==> config.mk <==
export PLATFORM = sky130hd
export DESIGN_NAME = irq_daisy_chain
export DESIGN_NICKNAME = d
export VERILOG_FILES = /design/src/rtl/irq_chain_pkg.sv /design/src/rtl/irq_ack_edge.sv /design/src/rtl/irq_stage.sv /design/src/rtl/irq_wired_or.sv /design/src/rtl/irq_daisy_chain.sv
export SDC_FILE = /design/constraint.sdc
export NUM_CORES = 1
export LEC_CHECK = 0
export BUFFER_PORTS_ARGS = -buffer_cell sky130_fd_sc_hd__buf_2
export CORE_UTILIZATION = 46
export DETAILED_ROUTE_END_ITERATION = 16
export PLACE_DENSITY = 0.83
export REMOVE_ABC_BUFFERS = 1
export SETUP_SLACK_MARGIN = 0.2
export SLEW_MARGIN = 20
export SYNTH_ARGS = -nofsm -noshare
export SYNTH_HDL_FRONTEND = slang
export SYNTH_SLANG_ARGS = --single-unit
==> constraint.sdc <==
create_clock -name clk -period 2.6 [get_ports clk]
set_input_delay 0.13 -clock clk [delete_from_list [all_inputs] [get_ports clk]]
set_output_delay 0.13 -clock clk [all_outputs]
set_load 0.05 [all_outputs]
==> src/rtl/irq_chain_pkg.sv <==
package irq_chain_pkg;

    // Token gating result for one stage
    typedef struct packed {
        logic po;   // token passed onward
        logic en;   // stage owns the vector bus
    } prio_gate_t;

    // Registered state held in each stage
    typedef struct packed {
        logic rf;       // request eligible for the next grant
        logic late;     // request parked while acknowledge is high
        logic grant;    // this stage held the token during the acknowledge
        logic served;   // one-cycle retire indication
    } stage_state_t;

    // Priority gate: a token is absorbed by a requesting stage
    function automatic prio_gate_t prio_gate(input logic pi, input logic rf);
        prio_gate_t g;
        g.po = pi & ~rf;
        g.en = pi & rf;
        return g;
    endfunction

endpackage

==> src/rtl/irq_ack_edge.sv <==
module irq_ack_edge (
    input  logic clk,
    input  logic rst,
    input  logic ack_i,
    output logic fall_o
);
    logic ack_q;

    always_ff @(posedge clk) begin
        if (rst) ack_q <= 1'b0;
        else     ack_q <= ack_i;
    end

    assign fall_o = ack_q & ~ack_i;

endmodule

==> src/rtl/irq_stage.sv <==
module irq_stage
    import irq_chain_pkg::*;
(
    input  logic clk,
    input  logic rst,
    input  logic req_i,
    input  logic ack_i,
    input  logic fall_i,
    input  logic pi_i,
    output logic po_o,
    output logic en_o,
    output logic pend_o,
    output logic served_o
);
    stage_state_t st;
    prio_gate_t   gate;

    always_comb gate = prio_gate(pi_i, st.rf);

    always_ff @(posedge clk) begin
        if (rst) begin
            st <= '0;
        end else begin
            if (ack_i) begin
                // chain frozen: park new requests, remember the grant
                st.late  <= st.late | req_i;
                st.grant <= gate.en;
            end else begin
                st.rf    <= (st.rf & ~(fall_i & st.grant)) | st.late | req_i;
                st.late  <= 1'b0;
                if (fall_i) st.grant <= 1'b0;
            end
            st.served <= fall_i & st.grant;
        end
    end

    assign po_o     = gate.po;
    assign en_o     = gate.en;
    assign pend_o   = st.rf | st.late;
    assign served_o = st.served;

    // a latched request persists until it is retired
    assert_req_hold_R2: assert property (@(posedge clk) disable iff (rst)
        (st.rf && !(fall_i && st.grant)) |=> st.rf);

    // the retire step clears the request when nothing new arrived
    assert_clear_on_fall_R8: assert property (@(posedge clk) disable iff (rst)
        (fall_i && st.grant && !st.late && !req_i) |=> !st.rf);

    // a served pulse only follows the falling acknowledge
    assert_served_after_fall_R8: assert property (@(posedge clk) disable iff (rst)
        served_o |-> $past(fall_i));

    // the grant cannot move while acknowledge stays high
    assert_grant_frozen_R9: assert property (@(posedge clk) disable iff (rst)
        (ack_i && $past(ack_i)) |-> $stable(en_o));

endmodule

==> src/rtl/irq_wired_or.sv <==
module irq_wired_or #(
    parameter int N_STAGES = 4,
    parameter int VEC_W    = 8
) (
    input  logic [N_STAGES-1:0]       en_i,
    input  logic [N_STAGES-1:0]       pend_i,
    input  logic [N_STAGES*VEC_W-1:0] vec_i,
    output logic                      irq_o,
    output logic [VEC_W-1:0]          vec_o
);
    logic [VEC_W-1:0] gated [N_STAGES];

    for (genvar k = 0; k < N_STAGES; k++) begin : g_gate
        assign gated[k] = en_i[k] ? vec_i[k*VEC_W +: VEC_W] : '0;
    end

    always_comb begin
        vec_o = '0;
        for (int k = 0; k < N_STAGES; k++) vec_o = vec_o | gated[k];
    end

    assign irq_o = |pend_i;

endmodule

==> src/rtl/irq_daisy_chain.sv <==
module irq_daisy_chain
    import irq_chain_pkg::*;
#(
    parameter int N_STAGES = 4,
    parameter int VEC_W    = 8
) (
    input  logic                      clk,
    input  logic                      rst,
    input  logic [N_STAGES-1:0]       dev_req_i,
    input  logic [N_STAGES*VEC_W-1:0] dev_vec_i,
    output logic                      cpu_irq_o,
    input  logic                      cpu_ack_i,
    output logic [VEC_W-1:0]          bus_vec_o,
    output logic [N_STAGES-1:0]       served_o
);
    localparam int LAST = N_STAGES - 1;

    logic [N_STAGES:0]   token;
    logic [N_STAGES-1:0] en;
    logic [N_STAGES-1:0] pend;
    logic                ack_fall;

    irq_ack_edge u_edge (
        .clk    (clk),
        .rst    (rst),
        .ack_i  (cpu_ack_i),
        .fall_o (ack_fall)
    );

    assign token[0] = cpu_ack_i;

    for (genvar k = 0; k <= LAST; k++) begin : g_stage
        irq_stage u_stage (
            .clk      (clk),
            .rst      (rst),
            .req_i    (dev_req_i[k]),
            .ack_i    (cpu_ack_i),
            .fall_i   (ack_fall),
            .pi_i     (token[k]),
            .po_o     (token[k+1]),
            .en_o     (en[k]),
            .pend_o   (pend[k]),
            .served_o (served_o[k])
        );
    end

    irq_wired_or #(
        .N_STAGES (N_STAGES),
        .VEC_W    (VEC_W)
    ) u_bus (
        .en_i   (en),
        .pend_i (pend),
        .vec_i  (dev_vec_i),
        .irq_o  (cpu_irq_o),
        .vec_o  (bus_vec_o)
    );

    // the token is absorbed by at most one stage
    assert_single_grant_R7: assert property (@(posedge clk) disable iff (rst)
        $onehot0(en));

    // with no stage enabled the bus floats to zero
    assert_idle_bus_R6: assert property (@(posedge clk) disable iff (rst)
        !(|en) |-> (bus_vec_o == '0));

    // the request line only rises after a device request
    assert_irq_rise_R2: assert property (@(posedge clk) disable iff (rst)
        $rose(cpu_irq_o) |-> $past(|dev_req_i));

    // at most one stage retires per acknowledge
    assert_single_serve_R8: assert property (@(posedge clk) disable iff (rst)
        $onehot0(served_o));

endmodule

==> impl_metrics.toml, run 1 <==
[run_status]
outcome = "completed"

[clock_network]
clockBufferDepth = 2
postCtsResizedCells = 0
cts_inserted_buffers = 3
clkLatencyLatePin_ns = 0.29
clk_pin_slew_ns = 0.10
cts_tree = "done"
post_cts_buffers = 0
root_buffer = "clkbuf_4"
clock-sinks = 17
htreeDepth = 1
cts-hold-fix-buffers = 0

[pwr]
clkPwrFrac_pct = 23.2
pwr-share-seq_pct = 48.1
swShare_pct = 34.0
ir_drop_uv = 344
p_total_mw = 0.599
powerDensity_mw_per_mm2 = 519
p_leak_nw = 0.515
p_int_mw = 0.395
comb_power_share_pct = 28.7
netSwitchingPower_mw = 0.203

[hold_path]
hp-class = "input pin to flip-flop"
hold_end = "g_stage[1].u_stage.st[2]$_SDFF_PP0_"
whs_path_depth = 3
min_from = "dev_req_i[1]"

[route]
drt_iter0_markers = 17
drc = 0
vias = 937
drt-total-wl_um = 2100
firstDrtPassIters = 4
ant_nets = 0
wl_per_cell_um = 11.5
viasPerCell = 5.15

[synthesis]
ys_warn_count = 0
synth.distinct_cells = 23
yosys.area.top_type = "dfxtp_1"
synth-edff-count = 0
synthDominantCellAreaShare_pct = 37.7
synth_simple_gate_area_share_pct = 23.0
synth_area_leaders = "dfxtp_1 (38%), a221oi_2 (13%), o21ai_0 (6.6%), nor2_1 (6.2%), buf_4 (5.0%)"
syn_inst = 111
synth_top_family_by_area = "compound AO/OA/AOI/OAI gates"
synth_area_um2 = 903
synth-xor-area-share_pct = 0
muxShareOfSynthArea_pct = 0
synth_adder_area_share_pct = 0
async_reset_ff_share_pct = 0
synth-compound-area-share_pct = 29.1
ys_ff_latch = 17
synth_area_per_cell_um2 = 8.14
ys_seq_area_share_pct = 37.7
synth_ff_type = "dfxtp_1"

[global_routing]
grt_pass1_wl_um = 3080
grt_overflow_total = 0
antenna_found_initial = 0
grt_max_degree = 16
track_usage_pct = 20.0
grt_pass1_vias = 810

[timing]
fin_ws_ns = 0.634
slew_headroom_pct = 62.6
fin_crit_ns = 1.97
holdWs_ns = 0.0464
finalHoldViolCount = 0
min_period_over_period_pct = 75.6
rsz0062_at_grt = "no"
maxSlewViolCount = 0
fmax_mhz = 509
tightest_slew_ns = 0.560
fin_worst_skew_ns = 0.00371
setup_tns_ns = 0
setup_viol = 0

[critical_path]
criticalPathCategory = "flip-flop to output port"
crit_path_top_delay_cell = "dfxtp_1"
reg2reg_depth = 3
crit_chain = "nor2b_1, buf_4, a221oi_2, o21ai_1, buf_2"
r2r-start = "g_stage[2].u_stage.st[3]$_SDFFE_PP0N_"
cp.arrival_ns = 1.84
crit_fanout = 12
worstPathRequired_ns = 2.47
rrSetupSlack_ns = 1.40
start_kind = "flip-flop"
critPathMaxStageDelay_ns = 0.68
cp-end-kind = "output port"
worstReg2RegEnd = "g_stage[3].u_stage.st[1]$_SDFFE_PP0P_"

[floorplan]
die-area_mm2 = 0.00215
core_mm2 = 0.00178
io_pins = 52
die_height_um = 46.3
die_x_um = 46.3
initial_core_util_pct = 50.7
row_count = 15

[placement]
place_ws_ns = 0.980
place_inst = 178
dpl.hpwl_um = 1620
gp_congestion = 0.810
portBuffers = 51

[final_layout]
final_layout_size_suffix_gt1_share_pct = 40.8
nNetsFinal = 197
syn_to_final_growth_pct = 27.7
diodes = 0
fin_cells = 182

[run]
drv_cap = 0
## Yosys cell counts (2+ instances only)
| cell type | count |
|---|---|
| dfxtp_1 | 17 |
| buf_2 | 2 |
| o21ai_0 | 12 |
| buf_4 | 6 |
| a21oi_1 | 4 |
| a221oi_2 | 8 |
| nor2_1 | 15 |
| nor3_1 | 6 |
| nor3b_1 | 3 |
| a31oi_1 | 2 |
| o21ai_1 | 8 |
| nand2_1 | 9 |
| or2_0 | 4 |
| inv_1 | 6 |
## cell usage in the layout (no fill, tap or decap), drive strengths merged, types with 2 or more instances in the layout
cell    Yosys  routed
dfxtp      17      17
a221oi      8       8
nand2       9       9
nor2       15      15
inv         6       6
nor3b       3       3
nand2b      2       2
or2         4       4
clkbuf      0       4
o21ai      20      20
a31oi       2       2
nor3        6       6
buf        10      52
a21oi       4       4
## sequential cells by signal (all words and copies together) (netlist names)
signal	count
g_stage.u_stage.st	12
g_stage.u_stage.served_o	4
u_edge.ack_q	1
## worst max path at each step
stage | start | end | slack (ns) | cells past startpoint
final | g_stage[2].u_stage.st[3]$_SDFFE_PP0N_ | bus_vec_o[5] | 0.63 | 5
after global routing | g_stage[2].u_stage.st[3]$_SDFFE_PP0N_ | bus_vec_o[5] | 0.52 | 5
after CTS | g_stage[2].u_stage.st[3]$_SDFFE_PP0N_ | bus_vec_o[5] | 0.66 | 5
after detailed placement | g_stage[2].u_stage.st[3]$_SDFFE_PP0N_ | bus_vec_o[6] | 0.98 | 5
after global placement | g_stage[2].u_stage.st[3]$_SDFFE_PP0N_ | bus_vec_o[1] | 1.03 | 5
after floorplan | g_stage[2].u_stage.st[3]$_SDFFE_PP0N_ | bus_vec_o[0] | 0.54 | 3
## per-stage QoR
step	utilization (%)	area, um^2
2_1_floorplan	-	833
3_3_place_gp	63.2	1130
3_5_place_dp	63.2	1130
4_1_cts	64.7	1150
5_1_grt	64.7	1150
6_report	64.7	1150
## cells by family after synthesis
group | count (synthesis)
AND/OR/NAND/NOR | 43
buffers and inverters | 16
AO/OA/AOI/OAI | 35
flip-flops | 17
## layer usage
metal | vias to the layer above | part of all wire [%] | global-route usage, %
li1 | 476 | - | -
met1 | 411 | 45 | 22.4
met2 | 46 | 48 | 36.1
met3 | 4 | 6.0 | 2.75
met4 | 0 | 1.0 | 10.0
met5 | - | 0 | 0
## power by group through the flow
| stage | Clock, mW | Combinational, mW | Sequential (mW) |
|---|---|---|---|
| detailed placement | 0 | 0.171 | 0.294 |
| floorplan | 0 | 0.111 | 0.291 |
| global route | 0.150 | 0.186 | 0.290 |
| CTS | 0.140 | 0.172 | 0.288 |
| global placement | 0 | 0.168 | 0.293 |
| finish | 0.139 | 0.172 | 0.288 |
## layout make-up
| type | instances | area, um^2 |
|---|---|---|
| Multi-Input combinational cell | 78 | 470 |
| Tap cell | 25 | 31.3 |
| Timing Repair Buffer | 52 | 263 |
| Fill cell | 160 | 629 |
| Clock buffer | 4 | 26.3 |
| Sequential cell | 17 | 340 |
| Inverter | 6 | 22.5 |
## worst max-delay path: cells and delay by family, from the launching register on
| kind | cells | cell delay, ns |
|---|---|---|
| AO/OA/AOI/OAI | 2 | 0.35 |
| buffers and inverters | 2 | 0.42 |
| flip-flops | 1 | 0.68 |
| AND/OR/NAND/NOR | 1 | 0.09 |
Power figures use the tool's default switching activity.
==> run 2, diff against run 1 <==
--- a/config.mk
+++ b/config.mk
@@ -6,9 +6,9 @@
 export NUM_CORES = 1
 export LEC_CHECK = 0
 export BUFFER_PORTS_ARGS = -buffer_cell sky130_fd_sc_hd__buf_2
-export CORE_UTILIZATION = 46
+export CORE_UTILIZATION = 42
 export DETAILED_ROUTE_END_ITERATION = 16
-export PLACE_DENSITY = 0.83
+export PLACE_DENSITY = 0.77
 export REMOVE_ABC_BUFFERS = 1
 export SETUP_SLACK_MARGIN = 0.2
 export SLEW_MARGIN = 20
==> constraint.sdc (replaced) <==
create_clock -name clk -period 2.05 [get_ports clk]
set_input_delay 0.1025 -clock clk [delete_from_list [all_inputs] [get_ports clk]]
set_output_delay 0.1025 -clock clk [all_outputs]
set_load 0.05 [all_outputs]
==> run 2 against run 1 <==
Against the previous run:
- utilization fell by 5.9 points
- via count fell by 1.2%
- critical path depth did not move
- clock skew rose by 0.0021 ns
- routed wire length fell by 1.1%
- non-clock buffer count rose by 1
- die area rose by 9.1%
- largest cell class unchanged
- first-iteration DRC count fell by 35%
- sequential share of layout area fell by 0.18 points
- cell area rose by 0.98%
==> impl_metrics.toml, run 2 (synthesis gave the netlist of run 1 again) <==
[pwr]
swShare_pct = 33.4
pwr-share-seq_pct = 47.6
powerDensity_mw_per_mm2 = 649
netSwitchingPower_mw = 0.253
p_total_mw = 0.756
clkPwrFrac_pct = 22.7
ir_drop_uv = 462
p_int_mw = 0.503
p_leak_nw = 0.521
comb_power_share_pct = 29.6

[timing]
finalHoldViolCount = 0
setup_tns_ns = 0
rsz0062_at_grt = "no"
maxSlewViolCount = 0
min_period_over_period_pct = 79.3
fin_worst_skew_ns = 0.00580
slew_headroom_pct = 79.9
tightest_slew_ns = 0.302
fin_crit_ns = 1.63
fmax_mhz = 615
setup_viol = 0

[floorplan]
core_mm2 = 0.00198
io_pins = 52
die-area_mm2 = 0.00234
die_x_um = 48.4
die_height_um = 48.4
row_count = 16
initial_core_util_pct = 45.6

[final_layout]
nNetsFinal = 198
largest_register_ffs = 12
mostFrequentLayoutCell = "buf_2"
final_cell_mix = "buf_2 (51), dfxtp_1 (16), nor2_1 (15)"
final_area_mm2 = 0.00116
final_layout_size_suffix_gt1_share_pct = 41.8
diodes = 0
syn_to_final_growth_pct = 28.9
top_register = "g_stage.u_stage.st"

[hold_path]
hp-class = "input pin to flip-flop"

[critical_path]
crit_fanout = 8
worstPathRequired_ns = 1.95
crit_path_top_delay_cell = "dfxtp_1"
criticalPathCategory = "flip-flop to output port"
critPathMaxStageDelay_ns = 0.38
crit_chain = "nor2b_1, buf_4, a221oi_2, o21ai_1, buf_2"
cp-end-kind = "output port"
cp.buffers_inverters = 2
cp.arrival_ns = 1.52
start_kind = "flip-flop"
crit_family = "buffers and inverters"

[route]
wl_met2_um = 958
drt_iter0_markers = 11
vias = 926
drc = 0
m1WireLength_um = 918
viasPerCell = 5.01
wl_per_cell_um = 11.2
drt-total-wl_um = 2070
dr_wl_met3_um = 167
ant_nets = 0
firstDrtPassIters = 4
top_layer_used = "met4"

[global_routing]
grt_pass1_vias = 840
grt_max_degree = 16
antenna_found_initial = 0
grt_pass1_wl_um = 3510
grt_overflow_total = 0
track_usage_pct = 18.9

[clock_network]
post_cts_buffers = 0
root_buffer = "clkbuf_4"
cts_inserted_buffers = 3
clockBufferDepth = 2
clk_pin_slew_ns = 0.09
htreeDepth = 1
cts_tree = "done"
clock-sinks = 17
clkLatencyLatePin_ns = 0.29

[run]
drv_cap = 0

[placement]
gp_congestion = 0.803
dpl.hpwl_um = 1660
portBuffers = 51
placed_area_mm2 = 0.00114

[run_status]
outcome = "completed"
## run 2: cell types whose count changed in the layout (fill, tap and decap cells not counted), sizes merged
cell / before / now
buf: 52 / 53
## run 2: worst register-to-register path, delay by kind of cell, from the launching register on
| kind | cells | cell delay, ns |
|---|---|---|
| AOI/OAI and AO/OA | 2 | 0.29 |
| DFF | 1 | 0.45 |
| and+or+nand+nor | 1 | 0.15 |
## run 2: per-stage QoR
stage,std cells,setup WS (ns),hold slack [ns],util (%)
after detailed placement,181,0.532,0.328,57.4
after global routing,185,0.295,0.0440,58.8
after global placement,181,0.577,0.315,57.4
after floorplan,101,0.0221,0.172,-
after CTS,185,0.206,0.0258,58.7
final,185,0.425,0.0243,58.8
## run 2: final timing paths
kind	cells past startpoint	start	end	slack, ns
max	5	g_stage[3].u_stage.st[3]$_SDFFE_PP0N_	bus_vec_o[7]	0.42
max reg2reg	3	u_edge.ack_q$_SDFF_PP0_	g_stage[1].u_stage.st[3]$_SDFFE_PP0N_	1.07
min	3	dev_req_i[2]	g_stage[2].u_stage.st[2]$_SDFF_PP0_	0.02
min reg2reg	2	g_stage[2].u_stage.st[1]$_SDFFE_PP0P_	g_stage[2].u_stage.served_o$_SDFF_PP0_	0.46
## run 2: what timing repair did
action,4_1_cts,5_1_grt
hold buffers,0,0
resized for setup,0,1
setup endpoints to repair,0,8
## run 2: layout make-up
cell class	instances	area (um^2)
fill	194	817
multi-input combinational	78	470
sequential	17	342
timing repair buffer	53	270
tap	27	33.8
clock buffer	4	26.3
inverter	6	22.5
## run 2: per-layer routing
layer | global-route usage [%] | vias up
li1 | - | 481
met1 | 22.7 | 397
met2 | 31.7 | 44
met3 | 4.72 | 4
met4 | 8.82 | 0
met5 | 0 | -
## run 2: power groups by stage
stage                     sequential, mW  combinational, mW  clock (mW)
after CTS                          0.360              0.225       0.175
after floorplan                    0.369              0.140           0
after detailed placement           0.368              0.225           0
after global placement             0.367              0.221           0
final                              0.360              0.224       0.172
after global routing               0.363              0.242       0.194
==> run 3, diff against run 2 <==
--- a/config.mk
+++ b/config.mk
@@ -6,9 +6,9 @@
 export NUM_CORES = 1
 export LEC_CHECK = 0
 export BUFFER_PORTS_ARGS = -buffer_cell sky130_fd_sc_hd__buf_2
-export CORE_UTILIZATION = 42
+export CORE_UTILIZATION = 38
 export DETAILED_ROUTE_END_ITERATION = 16
-export PLACE_DENSITY = 0.77
+export PLACE_DENSITY = 0.74
 export REMOVE_ABC_BUFFERS = 1
 export SETUP_SLACK_MARGIN = 0.2
 export SLEW_MARGIN = 20
==> constraint.sdc (replaced) <==
create_clock -name clk -period 1.3 [get_ports clk]
set_input_delay 0.065 -clock clk [delete_from_list [all_inputs] [get_ports clk]]
set_output_delay 0.065 -clock clk [all_outputs]
set_load 0.05 [all_outputs]
==> run 3 against run 2 <==
Against the previous run:
- the flow now finishes with violations (negative setup slack)
- critical path depth unchanged
- hold slack got worse by 0.022 ns
- clock skew decreased by 0.0036 ns
- largest power group unchanged
==> impl_metrics.toml, run 3 (synthesis gave the netlist of run 1 again) <==
[pwr]
ir_drop_uv = 670
p_leak_nw = 0.552
powerDensity_mw_per_mm2 = 992
p_total_mw = 1.26

[floorplan]
die_height_um = 50.8
io_pins = 52
die-area_mm2 = 0.00258
core_mm2 = 0.00223
row_count = 17
initial_core_util_pct = 40.4
die_x_um = 50.8

[global_routing]
antenna_found_initial = 0
grt_pass1_wl_um = 3670
grt_overflow_total = 0
grt_pass1_vias = 899
grt_max_degree = 14
track_usage_pct = 18.8

[timing]
setup_viol = 9
setup_tns_ns = -1.08
fin_crit_ns = 1.47
min_period_over_period_pct = 113
holdWs_ns = 0.00213
slew_headroom_pct = 79.9
fin_ws_ns = -0.167
fin_worst_skew_ns = 0.00222
rsz0062_at_grt = "yes"
finalHoldViolCount = 0
fmax_mhz = 682
maxSlewViolCount = 0
tightest_slew_ns = 0.300

[route]
wl_per_cell_um = 12.6
ant_nets = 0
viasPerCell = 5.16
drt_iter0_markers = 20
drc = 0
firstDrtPassIters = 4
drt-total-wl_um = 2370
vias = 975

[run_status]
violations = "negative setup slack"
outcome = "finished with violations"

[final_layout]
final_layout_size_suffix_gt1_share_pct = 47.2
nNetsFinal = 201
top_register = "g_stage.u_stage.st"
mostFrequentLayoutCell = "buf_2"
diodes = 0
largest_register_ffs = 12
syn_to_final_growth_pct = 40.9
final_cell_mix = "buf_2 (43), nor2_1 (15), dfxtp_1 (13)"
fin_cells = 189

[critical_path]
r2r-start = "u_edge.ack_q$_SDFF_PP0_"
cp-endpoint = "bus_vec_o[3]"
cp.arrival_ns = 1.40
worstReg2RegEnd = "g_stage[0].u_stage.st[3]$_SDFFE_PP0N_"
criticalPathCategory = "flip-flop to output port"
rrSetupSlack_ns = 0.29
cp-startpoint = "g_stage[3].u_stage.st[3]$_SDFFE_PP0N_"
reg2reg_depth = 3
crit_fanout = 8
worstPathRequired_ns = 1.24
cp-end-kind = "output port"
start_kind = "flip-flop"

[clock_network]
post_cts_buffers = 0
clk_pin_slew_ns = 0.09
root_buffer = "clkbuf_4"
cts-hold-fix-buffers = 0
clockBufferDepth = 2
htreeDepth = 1
cts_inserted_buffers = 3
cts_tree = "done"
clock-sinks = 17
clkLatencyLatePin_ns = 0.28

[placement]
place_inst = 185
gp_congestion = 0.733
portBuffers = 51
dpl.hpwl_um = 1810
place_ws_ns = 0.0617

[hold_path]
hp-class = "input pin to flip-flop"

[run]
drv_cap = 0
[run 3: changes by cell type in the layout (fill, tap and decap cells not counted), moves of 2 or more]
cell	change
buf_6	+9
o21ai_0	-3
dfxtp_1	-3
o21ai_1	+2
dfxtp_2	+3
buf_4	+2
buf_2	-8
[run 3: area by class of cell]
type / instances / area [um^2]
Fill cell: 210 / 961
Multi-Input combinational cell: 78 / 497
Timing Repair Buffer: 56 / 347
Sequential cell: 17 / 345
Tap cell: 28 / 35.0
Clock buffer: 4 / 26.3
Inverter: 6 / 22.5
[run 3: power breakdown]
group / total, mW / internal (mW) / switching, mW
clock network: 0.270 / 0.119 / 0.151
registers: 0.563 / 0.544 / 0.0190
logic: 0.429 / 0.179 / 0.250
[run 3: worst min path at each step]
stage	startpoint	endpoint	slack (ns)	cells past startpoint
after CTS	dev_req_i[1]	g_stage[1].u_stage.st[2]$_SDFF_PP0_	0.007	3
after floorplan	rst	g_stage[0].u_stage.st[3]$_SDFFE_PP0N_	0.13	1
final	dev_req_i[1]	g_stage[1].u_stage.st[2]$_SDFF_PP0_	0.002	3
after global placement	dev_req_i[1]	g_stage[1].u_stage.st[2]$_SDFF_PP0_	0.29	3
after global routing	dev_req_i[2]	g_stage[2].u_stage.st[2]$_SDFF_PP0_	0.02	3
after detailed placement	dev_req_i[1]	g_stage[1].u_stage.st[2]$_SDFF_PP0_	0.30	3
[run 3: timing repair]
item	4_1_cts	5_1_grt
gates cloned	0	0
endpoints found under the setup margin	9	9
hold endpoints to repair	0	0
pin swaps	16	8
resized for setup	18	13
[run 3: stage by stage]
step,instance area [um^2],util [%]
2_1_floorplan,833,-
6_report,1270,57.0
3_5_place_dp,1160,52.0
3_3_place_gp,1160,52.0
5_1_grt,1270,57.0
4_1_cts,1230,55.0
[run 3: worst max-delay path: stages, from the launching register on]
cell	delay (ns)
dfxtp_2	0.33
nor2b_4	0.12
buf_6	0.14
a221oi_2	0.23
o21ai_1	0.13
buf_6	0.17
[run 3: per-layer routing]
layer	vias up	wire [um]	GRT usage (%)
li1	484	-	-
met1	440	1040	21.3
met2	49	1160	35.8
met3	2	167	2.42
met4	0	10	5.56
met5	-	0	0
